==> config.mk <==
export PLATFORM = sky130hd
export DESIGN_NAME = i2c_ee_target
export DESIGN_NICKNAME = d
export VERILOG_FILES = /design/src/rtl/i2c_ee_pkg.sv /design/src/rtl/ee_line_edge.sv /design/src/rtl/ee_rom.sv /design/src/rtl/ee_sequencer.sv /design/src/rtl/i2c_ee_target.sv
export SDC_FILE = /design/constraint.sdc
export NUM_CORES = 1
export LEC_CHECK = 0
export ABC_CLOCK_PERIOD_IN_PS = 3950
export BUFFER_PORTS_ARGS = -buffer_cell sky130_fd_sc_hd__buf_2
export CAP_MARGIN = 5
export CORE_UTILIZATION = 50
export CTS_CLUSTER_DIAMETER = 100
export CTS_CLUSTER_SIZE = 14
export DETAILED_ROUTE_END_ITERATION = 8
export PLACE_DENSITY = 0.67
export SYNTH_ARGS = -nofsm -noshare
export SYNTH_HDL_FRONTEND = slang
export SYNTH_SLANG_ARGS = --single-unit
==> constraint.sdc <==
create_clock -name clk -period 3.95 [get_ports clk]
set_clock_uncertainty 0.05 [all_clocks]
set_input_delay 0.79 -clock clk [delete_from_list [all_inputs] [get_ports clk]]
set_output_delay 0.79 -clock clk [all_outputs]
set_load 0.03 [all_outputs]
==> src/rtl/i2c_ee_pkg.sv <==
package i2c_ee_pkg;

    localparam int CTRL_W = 8;

    typedef struct packed {
        logic start;
        logic stop;
        logic rise;
        logic fall;
        logic steady;
        logic bit_val;
    } line_ev_t;

    function automatic logic [31:0] table_value(input int idx);
        logic [31:0] v;
        case (idx)
            0:       v = 32'h5A;
            1:       v = 32'hC3;
            16:      v = 32'h81;
            127:     v = 32'h3C;
            255:     v = 32'hA5;
            default: v = 32'h00;
        endcase
        return v;
    endfunction

endpackage

==> src/rtl/ee_line_edge.sv <==
module ee_line_edge
    import i2c_ee_pkg::*;
(
    input  logic     clk,
    input  logic     rst,
    input  logic     line_wr,
    input  logic     scl_in,
    input  logic     sda_in,
    output line_ev_t ev
);
    logic prev_scl;
    logic prev_sda;

    always_ff @(posedge clk) begin
        if (rst) begin
            prev_scl <= 1'b1;
            prev_sda <= 1'b1;
        end else if (line_wr) begin
            prev_scl <= scl_in;
            prev_sda <= sda_in;
        end
    end

    always_comb begin
        ev.start   = line_wr && prev_scl && scl_in && prev_sda && !sda_in;
        ev.stop    = line_wr && prev_scl && scl_in && !prev_sda && sda_in;
        ev.rise    = line_wr && !prev_scl && scl_in;
        ev.fall    = line_wr && prev_scl && !scl_in;
        ev.steady  = (prev_sda == sda_in);
        ev.bit_val = sda_in;
    end


    edge_class_chk: assert property (@(posedge clk) disable iff (rst)
        (line_wr && scl_in && !sda_in) |=> (prev_scl && !prev_sda));

endmodule

==> src/rtl/ee_rom.sv <==
module ee_rom
    import i2c_ee_pkg::*;
#(
    parameter int ADDR_W = 8,
    parameter int DATA_W = 8
) (
    input  logic [ADDR_W-1:0] addr,
    output logic [DATA_W-1:0] data
);
    localparam int DEPTH = 1 << ADDR_W;

    logic [DATA_W-1:0] rom [DEPTH];

    for (genvar g = 0; g < DEPTH; g++) begin : g_entry
        logic [31:0] full;
        assign full   = table_value(g);
        assign rom[g] = full[DATA_W-1:0];
    end

    assign data = rom[addr];

endmodule

==> src/rtl/ee_sequencer.sv <==
module ee_sequencer
    import i2c_ee_pkg::*;
#(
    parameter int ADDR_W = 8,
    parameter int DATA_W = 8
) (
    input  logic              clk,
    input  logic              rst,
    input  logic              line_wr,
    input  line_ev_t          ev,
    input  logic [DATA_W-1:0] rom_data,
    output logic [ADDR_W-1:0] rom_addr,
    output logic              drive_low
);
    localparam int ADDR_LAST = CTRL_W + 1 + ADDR_W;
    localparam int TICK_W    = $clog2(ADDR_LAST + 1);
    localparam logic [TICK_W-1:0] T_CTRL_END = TICK_W'(CTRL_W + 1);
    localparam logic [TICK_W-1:0] T_ADDR_END = TICK_W'(ADDR_LAST);
    localparam logic [TICK_W-1:0] T_ONE      = TICK_W'(1);

    typedef struct packed {
        logic [TICK_W-1:0] tick;
        logic [CTRL_W-1:0] cmd;
        logic [ADDR_W-1:0] addr;
        logic [DATA_W-1:0] data;
        logic              ack;
        logic              drv;
    } seq_t;

    seq_t st;
    seq_t nx;

    assign rom_addr  = {st.addr[ADDR_W-2:0], ev.bit_val};
    assign drive_low = st.drv;

    always_comb begin
        nx = st;
        if (line_wr) begin
            nx.drv = 1'b0;
            if (ev.start) begin
                nx.tick = T_ONE;
                nx.cmd  = '0;
            end else if (ev.stop) begin
                nx.tick = '0;
                nx.ack  = 1'b0;
            end else if (st.tick == '0 && !st.ack) begin
                nx.drv = 1'b0;
            end else if (ev.rise) begin
                if (st.ack) begin
                    nx.drv = 1'b1;
                    nx.ack = 1'b0;
                end else if (ev.steady) begin
                    if (st.tick < T_CTRL_END) begin
                        nx.cmd  = {st.cmd[CTRL_W-2:0], ev.bit_val};
                        nx.tick = st.tick + T_ONE;
                        if (nx.tick == T_CTRL_END) nx.ack = 1'b1;
                    end else if (st.tick < T_ADDR_END) begin
                        if (st.cmd[0]) nx.drv = ~st.data[DATA_W-1];
                        nx.addr = rom_addr;
                        nx.data = {st.data[DATA_W-2:0], 1'b0};
                        nx.tick = st.tick + T_ONE;
                        if (st.tick + T_ONE == T_ADDR_END) begin
                            nx.data = rom_data;
                            nx.ack  = 1'b1;
                            nx.tick = '0;
                        end
                    end else begin
                        nx.drv = 1'b1;
                    end
                end
            end
        end
    end

    always_ff @(posedge clk) begin
        if (rst) begin
            st <= '0;
        end else begin
            st <= nx;
        end
    end


    start_arms_chk: assert property (@(posedge clk) disable iff (rst)
        ev.start |=> (st.tick == T_ONE && st.cmd == '0));


    ack_drive_chk: assert property (@(posedge clk) disable iff (rst)
        (ev.rise && st.ack) |=> (drive_low && !st.ack));


    fall_release_chk: assert property (@(posedge clk) disable iff (rst)
        ev.fall |=> !drive_low);


    idle_quiet_chk: assert property (@(posedge clk) disable iff (rst)
        (line_wr && !ev.start && st.tick == '0 && !st.ack) |=> (!drive_low && st.tick == '0));


    discard_chk: assert property (@(posedge clk) disable iff (rst)
        (ev.rise && !ev.steady && !st.ack) |=> ($stable(st.tick) && $stable(st.cmd) && $stable(st.addr)));


    stop_idle_chk: assert property (@(posedge clk) disable iff (rst)
        ev.stop |=> (st.tick == '0 && !st.ack && !drive_low));


    tick_range_chk: assert property (@(posedge clk) disable iff (rst)
        st.tick <= T_ADDR_END);

endmodule

==> src/rtl/i2c_ee_target.sv <==
module i2c_ee_target
    import i2c_ee_pkg::*;
#(
    parameter int ADDR_W = 8,
    parameter int DATA_W = 8
) (
    input  logic clk,
    input  logic rst,
    input  logic line_wr,
    input  logic scl_in,
    input  logic sda_in,
    output logic sda_out
);
    line_ev_t          ev;
    logic [ADDR_W-1:0] rom_addr;
    logic [DATA_W-1:0] rom_data;
    logic              drive_low;

    ee_line_edge u_edge (
        .clk     (clk),
        .rst     (rst),
        .line_wr (line_wr),
        .scl_in  (scl_in),
        .sda_in  (sda_in),
        .ev      (ev)
    );

    ee_rom #(.ADDR_W(ADDR_W), .DATA_W(DATA_W)) u_rom (
        .addr (rom_addr),
        .data (rom_data)
    );

    ee_sequencer #(.ADDR_W(ADDR_W), .DATA_W(DATA_W)) u_seq (
        .clk       (clk),
        .rst       (rst),
        .line_wr   (line_wr),
        .ev        (ev),
        .rom_data  (rom_data),
        .rom_addr  (rom_addr),
        .drive_low (drive_low)
    );

    assign sda_out = ~drive_low;


    reset_release_chk: assert property (@(posedge clk)
        rst |=> sda_out);

endmodule

; After elaboration in Yosys (flattened, before gate mapping)
; Memory sizes are Yosys's and may differ from the RTL's.
; Cells that the tools add are included.
[word_totals]
regBits = 32
rom_bits = 2048
in_bits = 5
out_inout_bits = 1
word_cells = 89
mem_count = 1
[mem_list]
columns = name, words, width, read_ports, rd_clocked_by_memory_dff, wr, line
row1 = (no name shown), 256, 8, 1, 0, 0, ee_rom.sv:20  ; assign data = rom[addr];
[classes]
add_sub_neg = 1
order_cmp = 3
eq_ne = 16
muxes = 32
bitwise_logic = 7
reduce_logical = 21
[ops]
columns = operator, count
row1 = two-way mux 31 bit, 8
row2 = two-way mux 30 bit, 1
row3 = two-way mux 29 bit, 1
row4 = two-way mux 24 bit, 1
row5 = two-way mux 8 bit, 3
row6 = two-way mux 5 bit, 4
row7 = two-way mux 17 bit, 1
row8 = two-way mux 16 bit, 1
row9 = two-way mux 13 bit, 1
row10 = >= comparator 9 bit (second input constant), 1
row11 = logical AND 1 bit, 9
row12 = two-way mux 1 bit, 9
row13 = two-way mux 9 bit, 1
row14 = inverter 8 -> 9 bit, 1
row15 = AND reduction 9 bit, 1
row16 = != test 7 x 2 -> 1 bit (second input constant), 1
row17 = != test 7 x 3 -> 1 bit (second input constant), 1
row18 = != test 7 x 5 -> 1 bit (second input constant), 1
row19 = AND reduction 7 bit, 1
row20 = != test 2 bit (second input constant), 3
row21 = != test 3 x 1 -> 1 bit (second input constant), 2
row22 = != test 3 bit (second input constant), 2
row23 = inverter 1 bit, 6
row24 = AND reduction 6 bit, 1
row25 = other kinds (15), 19

; Depth between registers and ports, before layout
; Gate-level depths: netlist (run 1).
[depth]
ltp_word = 19
ltp_mapped = 11
ltp_nobuf = 7

; Hierarchy
; A second synthesis (run 1) with hierarchy kept.
[hier_totals]
cells_unflattened = 199
area_unflattened_um2 = 1667.8
[by_module_without_submodules]
columns = module, n_inst, cells_per_inst, area_each_um2, seq_area_each_um2
row1 = ee_sequencer, 1, 168, 1405.1, 460.4
row2 = ee_line_edge, 1, 14, 138.9, 40.0
row3 = ee_rom, 1, 16, 120.1, 0.0
row4 = i2c_ee_target, 1, 1, 3.8, 0.0

; Worst setup path before layout (run 1)
; Ideal clock, no wire load.
[synth_timing]
path_type = input to register
startpoint = in sda_in
endpoint = reg u_seq.st, in the netlist u_seq.rom_addr[1]
setup_ns = 0.128
arrival_time_ns = 2.444
required_time_ns = 3.772
slack_ns = 1.329
cell_stages = 8
path_cell_list = ha_1 > or2_2 > or4_1 > buf_2 > nor2_2 > buf_4 > mux2i_1 > nor2_1
[synth_via]
elab_chain_cells = 9
elab_cells_between_ends = 19
[synth_lines]
columns = item, line
row1 = "start, declared", i2c_ee_target.sv:11  ; input logic sda_in,
row2 = two-way mux 17 bit, ee_sequencer.sv:57  ; end else if (st.tick < T_ADDR_END) begin
row3 = two-way mux 16 bit, ee_sequencer.sv:53  ; if (st.tick < T_CTRL_END) begin
row4 = two-way mux 31 bit, ee_sequencer.sv:52  ; end else if (ev.steady) begin
row5 = two-way mux 31 bit, ee_sequencer.sv:49  ; if (st.ack) begin
row6 = two-way mux 31 bit, ee_sequencer.sv:48  ; end else if (ev.rise) begin
row7 = two-way mux 31 bit, ee_sequencer.sv:46  ; end else if (st.tick == '0 && !st.ack) begin
row8 = two-way mux 31 bit, ee_sequencer.sv:43  ; end else if (ev.stop) begin
row9 = two-way mux 31 bit, ee_sequencer.sv:40  ; if (ev.start) begin
row10 = two-way mux 31 bit, ee_sequencer.sv:38  ; if (line_wr) begin
row11 = "end signal, assigned", ee_sequencer.sv:79  ; st <= nx;
row12 = "end, declared", ee_sequencer.sv:30  ; seq_t st;
; Parallel ways exist; a longest one is shown, timed or not. The select of a mux whose other input is x is not followed.
; A chain may end at the register's enable or synchronous reset.

; Worst setup path in the final report (run 1)
[layout_timing]
startpoint = reg u_seq.st[26] in the netlist's numbering
endpoint = reg u_seq.st, in the netlist u_seq.rom_addr[3]
[layout_via]
elab_chain_cells = 4
elab_cells_between_ends = 9
[layout_lines]
columns = item
row1 = branches (longest 3 deep; another with < comparator 5 x 4 -> 1 bit)
row2 = AND reduction 9 bit (no line) *
; Every way passes the cells marked *.

==> parameters.txt, run 1 <==
Parameter                              Value

Logic synthesis
  Mapped Avg Cell Area    8.00 sq um
  Cells after synthesis    about 180
  Main combinational cell family by area after synthesis    simple AND/OR/NAND/NOR gates
  Adder and majority cell fraction of the synthesized area    around 2.5%
  Cell type with the highest aggregate area in the netlist    dfxtp_1
  Yosys warnings    0
  Fraction of the mapped netlist area in compound gates    between 20% and 30%
  Simple logic cell fraction of the synthesized area    between 20% and 30%
  Number of library cell types mapped by synthesis    between 40 and 50
  Number of synthesized flops with an enable pin    0
  Count of state elements after synthesis    25
  Area share of the largest cell type after synthesis    34.0%
  Top area cells in the synthesized netlist    dfxtp_1 (34%), mux2i_1 (7.5%), o21ai_0 (5.8%)
  Fraction of synthesis flops using an asynchronous set or reset pin    0%
  Sequential-to-total area share from yosys stat    between 30% and 40%
  Post-Syn Nets    around 190
  Fraction of synthesized area in multiplexers    under 10%
  Top FF cell, synth    dfxtp_1
  Synth Cell Area    between 1000 and 1500 sq um
  Xor-xnor portion of the synthesized cell area    about 1.8%

Routing
  Drt first pass iters    4
  Post-DRT Antenna Nets    0
  Post-Route WL    between 3 and 4 mm
  DRC viols    0
  Total number of vias    between 1000 and 1500
  Detailed-route vias per instance    approximately 6
  Drt initial violations    45
  Mean routed wirelength per cell    14.5 um

Layout
  Post-layout nets    approximately 190
  Count of non-filler cells in the finished layout    between 200 and 250
  Area overhead of the layout relative to synthesis    2.12%
  Commonest cells after routing, fill and taps aside    dfxtp_1 (25), nand2_1 (17), o21ai_0 (17)
  Commonest non-fill, non-tap cell in the layout    dfxtp_1
  Utilization after layout    54.1%
  Layout cells sized above 1    between 10% and 20%
  Diodes inserted    0

Critical path
  Kind of start point of the critical path    register
  Worst setup path category    register to register
  Largest fanout on the critical path    13
  Reg2reg path depth    8
  Critical path launch point    u_seq.st[26]$_SDFFE_PP0P_
  Slowest stage cell, crit path    or4_1
  Kind of end point of the critical path    register
  Endpoint arrival time on the critical path    around 3.2 ns
  Worst R2R Start    u_seq.st[26]$_SDFFE_PP0P_
  Cell Chain, Critical Path    inv_1 -> ha_1 -> nor4b_2 -> or4_1 -> nor2_2 -> buf_4 -> mux2i_1 -> nor2_1
  CP required    roughly 4.1 ns
  Crit-path max cell delay    between 0.6 and 0.7 ns

Timing
  Final Setup Violations    0
  Max transition margin    63.8%
  RSZ-0062 raised after global routing    false
  Least-Margin Pin Slew    0.537 ns
  Aggregate negative setup slack    0 ns
  Maximum clock frequency    330 MHz
  Final worst-path cycle share    approximately three quarters
  Number of pins exceeding their max-slew limit in the final report    0
  Post-layout min period    about 3.0 ns
  Final-report hold violation count    0

Clock network
  CTS tree    yes
  Largest buffer count on any clock path    2
  Clock input transition at the sequential cells of the worst setup and hold paths    ~0.15 ns
  Master cell of the clock root buffer    clkbuf_4
  Source-to-sink clock delay at the later pin of the worst-skew pair    roughly 0.33 ns
  Cts hold-fix bufs    0
  TritonCTS Buffers    3
  CTS H-tree lvls    1
  Count of clock tree sinks    25
  Number of cells upsized or downsized after cts    0
  Setup fix buffers added after clock tree synthesis    0

GRT
  Initial antenna violation count    0
  Gr ovfl total    0
  Pin count of the biggest net entering global routing    21
  All-Layer GR Usage    20.4%
  Number of global-route vias before repair    approximately 1200
  First-pass GRT wire length    around 5.2 mm

Power
  Power density over the cells    about 280 nW/um^2
  Leakage power    just over 0.5 nW
  Peak supply drop    between 150 and 200 uV
  Power Total    0.000414 W

Placement
  IO buf count    5
  Cell count after placement    between 200 and 250
  Final estimated routing congestion in global placement    0.873
  HPWL reported at the end of detailed placement    ~2.1 mm

Worst hold path
  Hold Path Depth    2
  Worst Hold Launch    u_seq.drive_low$_SDFFE_PP0P_
  Min-Delay Path Class    register to register

Floorplan
  Core area    roughly 2800 sq um
  Die outline area    around 3200 sq um
  Initial standard-cell utilization of the core    roughly 53%
  # IOs    6
  # rows    19
  Horizontal die dimension    approximately 56 um
  Height of the die    approximately 56 um

Run
  Max-Cap Viols    0

Status
  Outcome    finished clean
logic make-up (layout without fill, tap and decap cells):
| group | after synthesis | in the layout |
|---|---|---|
| AND/OR/NAND/NOR | 64 | 64 |
| AO/OA/AOI/OAI | 55 | 55 |
| flip-flops | 25 | 25 |
| buffers and inverters | 23 | 19 |
| multiplexers | 11 | 11 |
| adder cells (fa/ha/maj) | 3 | 3 |
| XOR/XNOR | 3 | 3 |
metrics by stage:
stage               hold slack, ns  area, sq um  setup slack [ns]
floorplan                    0.382         1470              1.33
global placement             0.391         1470             0.668
detailed placement           0.417         1470             0.625
CTS                          0.435         1500             0.963
global route                 0.462         1500             0.706
finish                       0.425         1500             0.923
final timing paths:
check / to / slack, ns
max: u_seq.rom_addr[3]$_SDFFE_PP0P_ / 0.92
min: u_seq.drive_low$_SDFFE_PP0P_ / 0.42
max reg2reg: u_seq.rom_addr[3]$_SDFFE_PP0P_ / 0.92
min reg2reg: u_seq.drive_low$_SDFFE_PP0P_ / 0.42
sequential cells by signal (all words and copies together), names as in the netlist:
register and flops:
u_seq.st 15, u_seq.rom_addr 7, u_edge.prev_scl 1, u_edge.prev_sda 1
u_seq.drive_low 1
synth_stat cells (all sizes together) (4+ instances only):
cell type   n
dfxtp      25
o21ai      20
nand2      17
nor2       16
a21oi      14
mux2i      11
inv         9
buf         8
a31oi       7
nand3       7
clkbuf      6
nor2b       4
o211ai      4
or4         4
final cells by class:
type / count / area (sq um)
clock buffer: 3 / 22.5
sequential: 25 / 500
multi-input combinational: 136 / 868
tap: 31 / 38.8
timing repair buffer: 6 / 32.5
clock inverter: 1 / 7.51
fill: 295 / 1280
inverter: 9 / 33.8
per-layer routing:
layer	routed length [um]	track usage, %	part of all wire [%]
met2	1420	33.2	46
met4	25	6.97	0.82
met3	121	3.46	4.0
met5	0	0	0
met1	1480	27.4	49
where the power goes:
part           switching [W]  total [W]  internal (W)
clock network      0.0000838   0.000122     0.0000387
logic              0.0000200  0.0000328     0.0000129
registers         0.00000422   0.000259      0.000254
critical path, delay by kind of cell (launching register included):
family / cells / cell delay, ns
flip-flops: 1 / 0.56
adder cells (fa/ha/maj): 1 / 0.33
AND/OR/NAND/NOR: 4 / 1.43
multiplexers: 1 / 0.21
buffers and inverters: 2 / 0.35
Power figures use the tool's default switching activity.
==> inputs of run 2 (changes only) <==
--- a/config.mk
+++ b/config.mk
@@ -5,7 +5,8 @@
 export SDC_FILE = /design/constraint.sdc
 export NUM_CORES = 1
 export LEC_CHECK = 0
-export ABC_CLOCK_PERIOD_IN_PS = 3950
+export ABC_AREA = 1
+export ABC_CLOCK_PERIOD_IN_PS = 2800
 export BUFFER_PORTS_ARGS = -buffer_cell sky130_fd_sc_hd__buf_2
 export CAP_MARGIN = 5
 export CORE_UTILIZATION = 50
==> constraint.sdc (replaced) <==
create_clock -name clk -period 2.8 [get_ports clk]
set_clock_uncertainty 0.05 [all_clocks]
set_input_delay 0.56 -clock clk [delete_from_list [all_inputs] [get_ports clk]]
set_output_delay 0.56 -clock clk [all_outputs]
set_load 0.03 [all_outputs]
==> parameters.txt, run 2 <==
Parameter                              Value

Status
  Outcome    finished clean

Floorplan
  Horizontal die dimension    between 50 and 60 um
  # rows    19
  Die outline area    3360 sq um
  Initial standard-cell utilization of the core    54.8%
  # IOs    6
  Core area    2850 sq um
  Height of the die    between 50 and 60 um

Logic synthesis
  Post-Syn Nets    256
  Area share of the largest cell type after synthesis    ~32%
  Ranking of synthesized cells by instance count    nand2_1 (85), inv_1 (34), nor2_1 (30)
  Top area cells in the synthesized netlist    dfxtp_1 (32%), nand2_1 (20%), inv_1 (8.2%)
  Synth Cell Area    roughly 1600 sq um
  Mapped Avg Cell Area    approximately 6.3 sq um
  Number of library cell types mapped by synthesis    20
  Count of state elements after synthesis    25
  Yosys warnings    0
  Cells after synthesis    248
  Fraction of synthesis flops using an asynchronous set or reset pin    0%
  Sequential-to-total area share from yosys stat    32.0%
  Most frequent cell after synthesis    nand2_1
  Number of synthesized flops with an enable pin    0
  Cell type with the highest aggregate area in the netlist    dfxtp_1
  Top FF cell, synth    dfxtp_1

GRT
  Pin count of the biggest net entering global routing    20
  First-pass GRT wire length    approximately 5.3 mm
  All-Layer GR Usage    20.0%
  Initial antenna violation count    0
  Gr ovfl total    0
  Number of global-route vias before repair    between 1000 and 1500

Timing
  Maximum clock frequency    roughly 550 MHz
  Final worst-path cycle share    approximately 65%
  Final Setup Violations    0
  Least-Margin Pin Slew    0.425 ns
  Post-layout min period    1.82 ns
  Max transition margin    between 70% and 80%
  Aggregate negative setup slack    0 ns
  RSZ-0062 raised after global routing    false
  Number of pins exceeding their max-slew limit in the final report    0
  Final-report hold violation count    0

Clock network
  CTS tree    yes
  Setup fix buffers added after clock tree synthesis    0
  Cts hold-fix bufs    0
  Number of cells upsized or downsized after cts    0
  Largest buffer count on any clock path    2
  CTS H-tree lvls    1
  TritonCTS Buffers    3
  Count of clock tree sinks    25
  Clock input transition at the sequential cells of the worst setup and hold paths    0.13 ns
  Source-to-sink clock delay at the later pin of the worst-skew pair    slightly above 0.3 ns
  Master cell of the clock root buffer    clkbuf_4

Layout
  Flip-flop count of the largest register after layout    15
  Diodes inserted    0
  Commonest non-fill, non-tap cell in the layout    nand2_1
  Layout cells sized above 1    ~11%
  Area overhead of the layout relative to synthesis    3.52%
  Reg with most FFs    u_seq.st
  Commonest cells after routing, fill and taps aside    nand2_1 (85), inv_1 (34), nor2_1 (30)
  Utilization after layout    between 50% and 60%
  Count of non-filler cells in the finished layout    between 200 and 300
  Post-layout nets    roughly 260
  FILL cells    300

Routing
  Drt initial violations    ~110
  Post-Route WL    3.03 mm
  Drt first pass iters    4
  DRC viols    0
  Detailed-route vias per instance    roughly 5.1
  Post-DRT Antenna Nets    0
  Total number of vias    1449
  Mean routed wirelength per cell    roughly 11 um

Power
  Leakage power    0.743 nW
  Peak supply drop    between 200 and 250 uV
  Power density over the cells    387 nW/um^2

Critical path
  Largest fanout on the critical path    16
  Kind of end point of the critical path    register
  Endpoint arrival time on the critical path    1.96 ns
  Kind of start point of the critical path    register
  CP required    2.94 ns
  Worst setup path category    register to register

Placement
  IO buf count    5
  HPWL reported at the end of detailed placement    between 2 and 2.5 mm
  Cell count after placement    between 200 and 300
  Final estimated routing congestion in global placement    around 0.8

Worst hold path
  Min-Delay Path Class    register to register

Run
  Max-Cap Viols    0
==> run 2: changes by cell type after synthesis, moves of 7 or more <==
cell	delta
a21oi_2	+7
a31oi_1	-7
inv_1	+25
mux2i_1	-11
nand2_1	+68
nand3_1	+17
nor2_1	+15
o21ai_0	-15
==> run 2: layer usage <==
| layer | vias up | wire length [um] | part of all wire [%] | global-route usage [%] |
|---|---|---|---|---|
| li1 | 782 | - | - | - |
| met1 | 655 | 1550 | 51 | 27.1 |
| met2 | 10 | 1410 | 47 | 34.0 |
| met3 | 2 | 41 | 1.4 | 2.01 |
| met4 | 0 | 25 | 0.83 | 5.10 |
| met5 | - | 0 | 0 | 0 |
==> run 2: logic make-up (layout without fill, tap and decap cells) <==
group                      count (synthesis)  after routing  share of synthesized area (%)
and+or+nand+nor                          154            154                           44.2
buffers and inverters                     41             45                           10.9
AOI/OAI and AO/OA                         25             25                           10.6
DFF                                       25             25                           32.0
adders and majority gates                  3              3                           2.40
==> run 2: area by class of cell <==
cell class | instances | area, sq um | area share, %
Sequential cell | 25 | 500 | 30.9
Inverter | 36 | 135 | 8.35
Tap cell | 31 | 38.8 | 2.40
Multi-Input combinational cell | 182 | 893 | 55.2
Timing Repair Buffer | 5 | 25.0 | 1.55
Clock buffer | 4 | 26.3 | 1.62
==> run 2: worst max-delay path, cell delays in order (launching register included) <==
cell and delay (ns):
dfxtp_1 0.44, inv_1 0.11, ha_1 0.23, nand3_1 0.17, nand3_4 0.13, nor2_8 0.25
inv_2 0.17, nand2_1 0.11, a21oi_2 0.05
==> run 2: final timing paths <==
path	slack (ns)	start	depth (start not counted)	end
worst max-delay path	0.98	u_seq.st[26]$_SDFFE_PP0P_	8	u_seq.rom_addr[7]$_SDFFE_PP0P_
worst min-delay path	0.42	u_seq.st[2]$_SDFFE_PP0P_	2	u_seq.st[2]$_SDFFE_PP0P_
worst max register to register	0.98	u_seq.st[26]$_SDFFE_PP0P_	8	u_seq.rom_addr[7]$_SDFFE_PP0P_
worst min register to register	0.42	u_seq.st[2]$_SDFFE_PP0P_	2	u_seq.st[2]$_SDFFE_PP0P_
==> run 2: power by group <==
part | switching (W) | total [W] | internal, W
registers | 0.00000830 | 0.000371 | 0.000363
logic | 0.0000652 | 0.0000963 | 0.0000311
clock network | 0.000103 | 0.000159 | 0.0000555
==> run 2: through the flow <==
stage / cell area, sq um / setup WS, ns / power, W / hold WS (ns)
after detailed placement: 1590 / 0.655 / 0.000475 / 0.407
after global placement: 1590 / 0.693 / 0.000474 / 0.404
after global routing: 1620 / 0.793 / 0.000665 / 0.437
final: 1620 / 0.985 / 0.000626 / 0.422
after floorplan: 1560 / 0.991 / 0.000454 / 0.389
after CTS: 1620 / 0.973 / 0.000633 / 0.426
==> inputs of run 3 (changes only) <==
--- a/config.mk
+++ b/config.mk
@@ -5,8 +5,8 @@
 export SDC_FILE = /design/constraint.sdc
 export NUM_CORES = 1
 export LEC_CHECK = 0
-export ABC_AREA = 1
-export ABC_CLOCK_PERIOD_IN_PS = 2800
+export ABC_AREA = 0
+export ABC_CLOCK_PERIOD_IN_PS = 1900
 export BUFFER_PORTS_ARGS = -buffer_cell sky130_fd_sc_hd__buf_2
 export CAP_MARGIN = 5
 export CORE_UTILIZATION = 50
==> constraint.sdc (replaced) <==
create_clock -name clk -period 1.9 [get_ports clk]
set_clock_uncertainty 0.05 [all_clocks]
set_input_delay 0.38 -clock clk [delete_from_list [all_inputs] [get_ports clk]]
set_output_delay 0.38 -clock clk [all_outputs]
set_load 0.03 [all_outputs]
==> parameters.txt, run 3 (synthesis results as in run 1) <==
Parameter                              Value

Clock network
  Source-to-sink clock delay at the later pin of the worst-skew pair    0.32 ns
  CTS H-tree lvls    1
  TritonCTS Buffers    3
  Master cell of the clock root buffer    clkbuf_4
  Count of clock tree sinks    25
  Clock input transition at the sequential cells of the worst setup and hold paths    0.14 ns
  CTS tree    yes
  Largest buffer count on any clock path    2

GRT
  Gr ovfl total    0
  First-pass GRT wire length    approximately 6.1 mm
  All-Layer GR Usage    approximately 25%
  Number of global-route vias before repair    between 1000 and 1500
  Initial antenna violation count    0
  Pin count of the biggest net entering global routing    21

Floorplan
  Horizontal die dimension    approximately 56 um
  Core area    approximately 2800 sq um
  # IOs    6
  Height of the die    roughly 56 um
  Initial standard-cell utilization of the core    between 50% and 60%
  # rows    19
  Die outline area    approximately 3200 sq um

Placement
  Cell count after placement    between 200 and 250
  Worst-case setup slack after placement    -0.357 ns
  Post-Place Cell Area    ~1700 sq um
  IO buf count    5
  HPWL reported at the end of detailed placement    between 2 and 3 mm
  Final estimated routing congestion in global placement    ~0.85

Routing
  Total number of vias    ~1500
  Post-DRT Antenna Nets    0
  Mean routed wirelength per cell    15.1 um
  Post-Route WL    approximately 3.7 mm
  Detailed-route vias per instance    6.10
  DRC viols    0
  Drt first pass iters    4
  Drt initial violations    77

Critical path
  CP required    just over 2 ns
  Crit-path max cell delay    between 0.5 and 0.6 ns
  Cell Chain, Critical Path    ha_4 -> or2_4 -> or4_4 -> a21oi_4 -> buf_12 -> mux2i_1 -> nor2_1
  Kind of start point of the critical path    register
  Critical path depth    7
  Kind of end point of the critical path    register
  Endpoint arrival time on the critical path    ~2.2 ns
  Worst Path Buf+Inv    1
  Reg2reg path depth    7
  Worst setup path category    register to register
  Slowest stage cell, crit path    or4_4
  CP delay by family, top    simple AND/OR/NAND/NOR gates
  Largest fanout on the critical path    7

Layout
  Post-layout nets    220
  Diodes inserted    0
  Count of non-filler cells in the finished layout    242
  Commonest non-fill, non-tap cell in the layout    buf_4
  Layout cells sized above 1    between 30% and 40%
  Commonest cells after routing, fill and taps aside    buf_4 (26), dfxtp_1 (22), nand2_1 (16)
  Reg with most FFs    u_seq.st
  Flip-flop count of the largest register after layout    15
  Area overhead of the layout relative to synthesis    27.0%
  FILL cells    ~230
  Final non-filler cell area    1870 sq um

Timing
  Number of pins exceeding their max-slew limit in the final report    0
  Max transition margin    around 70%
  Final worst-path cycle share    109%
  RSZ-0062 raised after global routing    true
  Final-report hold violation count    0
  Final setup slack of the worst path    -0.175 ns
  Least-Margin Pin Slew    0.442 ns
  Final Setup Violations    21
  Minimum hold slack    between 0.3 and 0.4 ns
  Maximum clock frequency    482 MHz
  Post-layout min period    about 2.1 ns

Status
  Outcome    complete, but fails checks
  Violations in the final reports    setup timing

Worst hold path
  Hold Path Depth    3
  Min-Delay Path Class    primary input to register

Power
  Leakage power    ~0.7 nW
  Power Total    approximately 0.00090 W
  Power density over the cells    approximately 480 nW/um^2
  Peak supply drop    540 uV

Run
  Max-Cap Viols    0
run 3: cell types whose count changed in the layout (fill, tap and decap cells not counted), moves of 4 or more:
cell,previous run,this run
nand2_1,85,16
nand3_1,24,6
a31oi_1,0,6
nand4_1,5,1
nor2_1,30,14
a21oi_2,7,0
o21ai_0,2,15
o211ai_1,0,4
mux2i_1,0,11
inv_1,34,9
buf_6,0,4
nor2b_1,0,4
buf_4,0,26
run 3: final cells by class:
type | count | area, sq um | area share, %
clock buffers | 3 | 22.5 | 1.20
clock inverters | 1 | 8.76 | 0.468
inverters | 9 | 33.8 | 1.81
multi-input cells | 136 | 957 | 51.2
flip-flops and latches | 25 | 504 | 27.0
well taps | 31 | 38.8 | 2.07
repair buffers | 37 | 305 | 16.3
run 3: tightest hold or removal path: cells and delay by family:
family,cells,cell delay (ns)
compound gates,1,0.09
buf+inv,2,0.21
run 3: what timing repair did:
action,in CTS,in global routing
gates cloned,1,0
buffers inserted,4,0
endpoints found under the setup margin,21,21
pin swaps,10,1
hold buffers,0,0
resized for setup,12,3
run 3: per-layer routing:
layer,wire length (um),track usage [%]
met4,129,9.76
met5,0,0
met1,1560,29.7
met2,1820,43.0
met3,143,5.07
run 3: report_power, final:
part,switching (W),internal (W)
Combinational,0.0000606,0.0000553
Clock,0.000165,0.0000857
Sequential,0.00000391,0.000529
run 3: final timing paths:
check / startpoint / end / slack [ns]
max: u_edge.prev_sda$_SDFFE_PP1P_ / u_seq.st[29]$_SDFFE_PP0P_ / -0.17
min: line_wr / u_edge.prev_sda$_SDFFE_PP1P_ / 0.33
max reg2reg: u_edge.prev_sda$_SDFFE_PP1P_ / u_seq.st[29]$_SDFFE_PP0P_ / -0.17
min reg2reg: u_seq.drive_low$_SDFFE_PP0P_ / u_seq.drive_low$_SDFFE_PP0P_ / 0.41
run 3: per-stage QoR:
| stage | utilization, % | TNS [ns] |
|---|---|---|
| after global placement | 62.8 | -5.62 |
| after CTS | 66.6 | -2.14 |
| final | 67.3 | -2.59 |
| after floorplan | - | -2.65 |
| after detailed placement | 62.8 | -6.22 |
| after global routing | 67.3 | -3.65 |
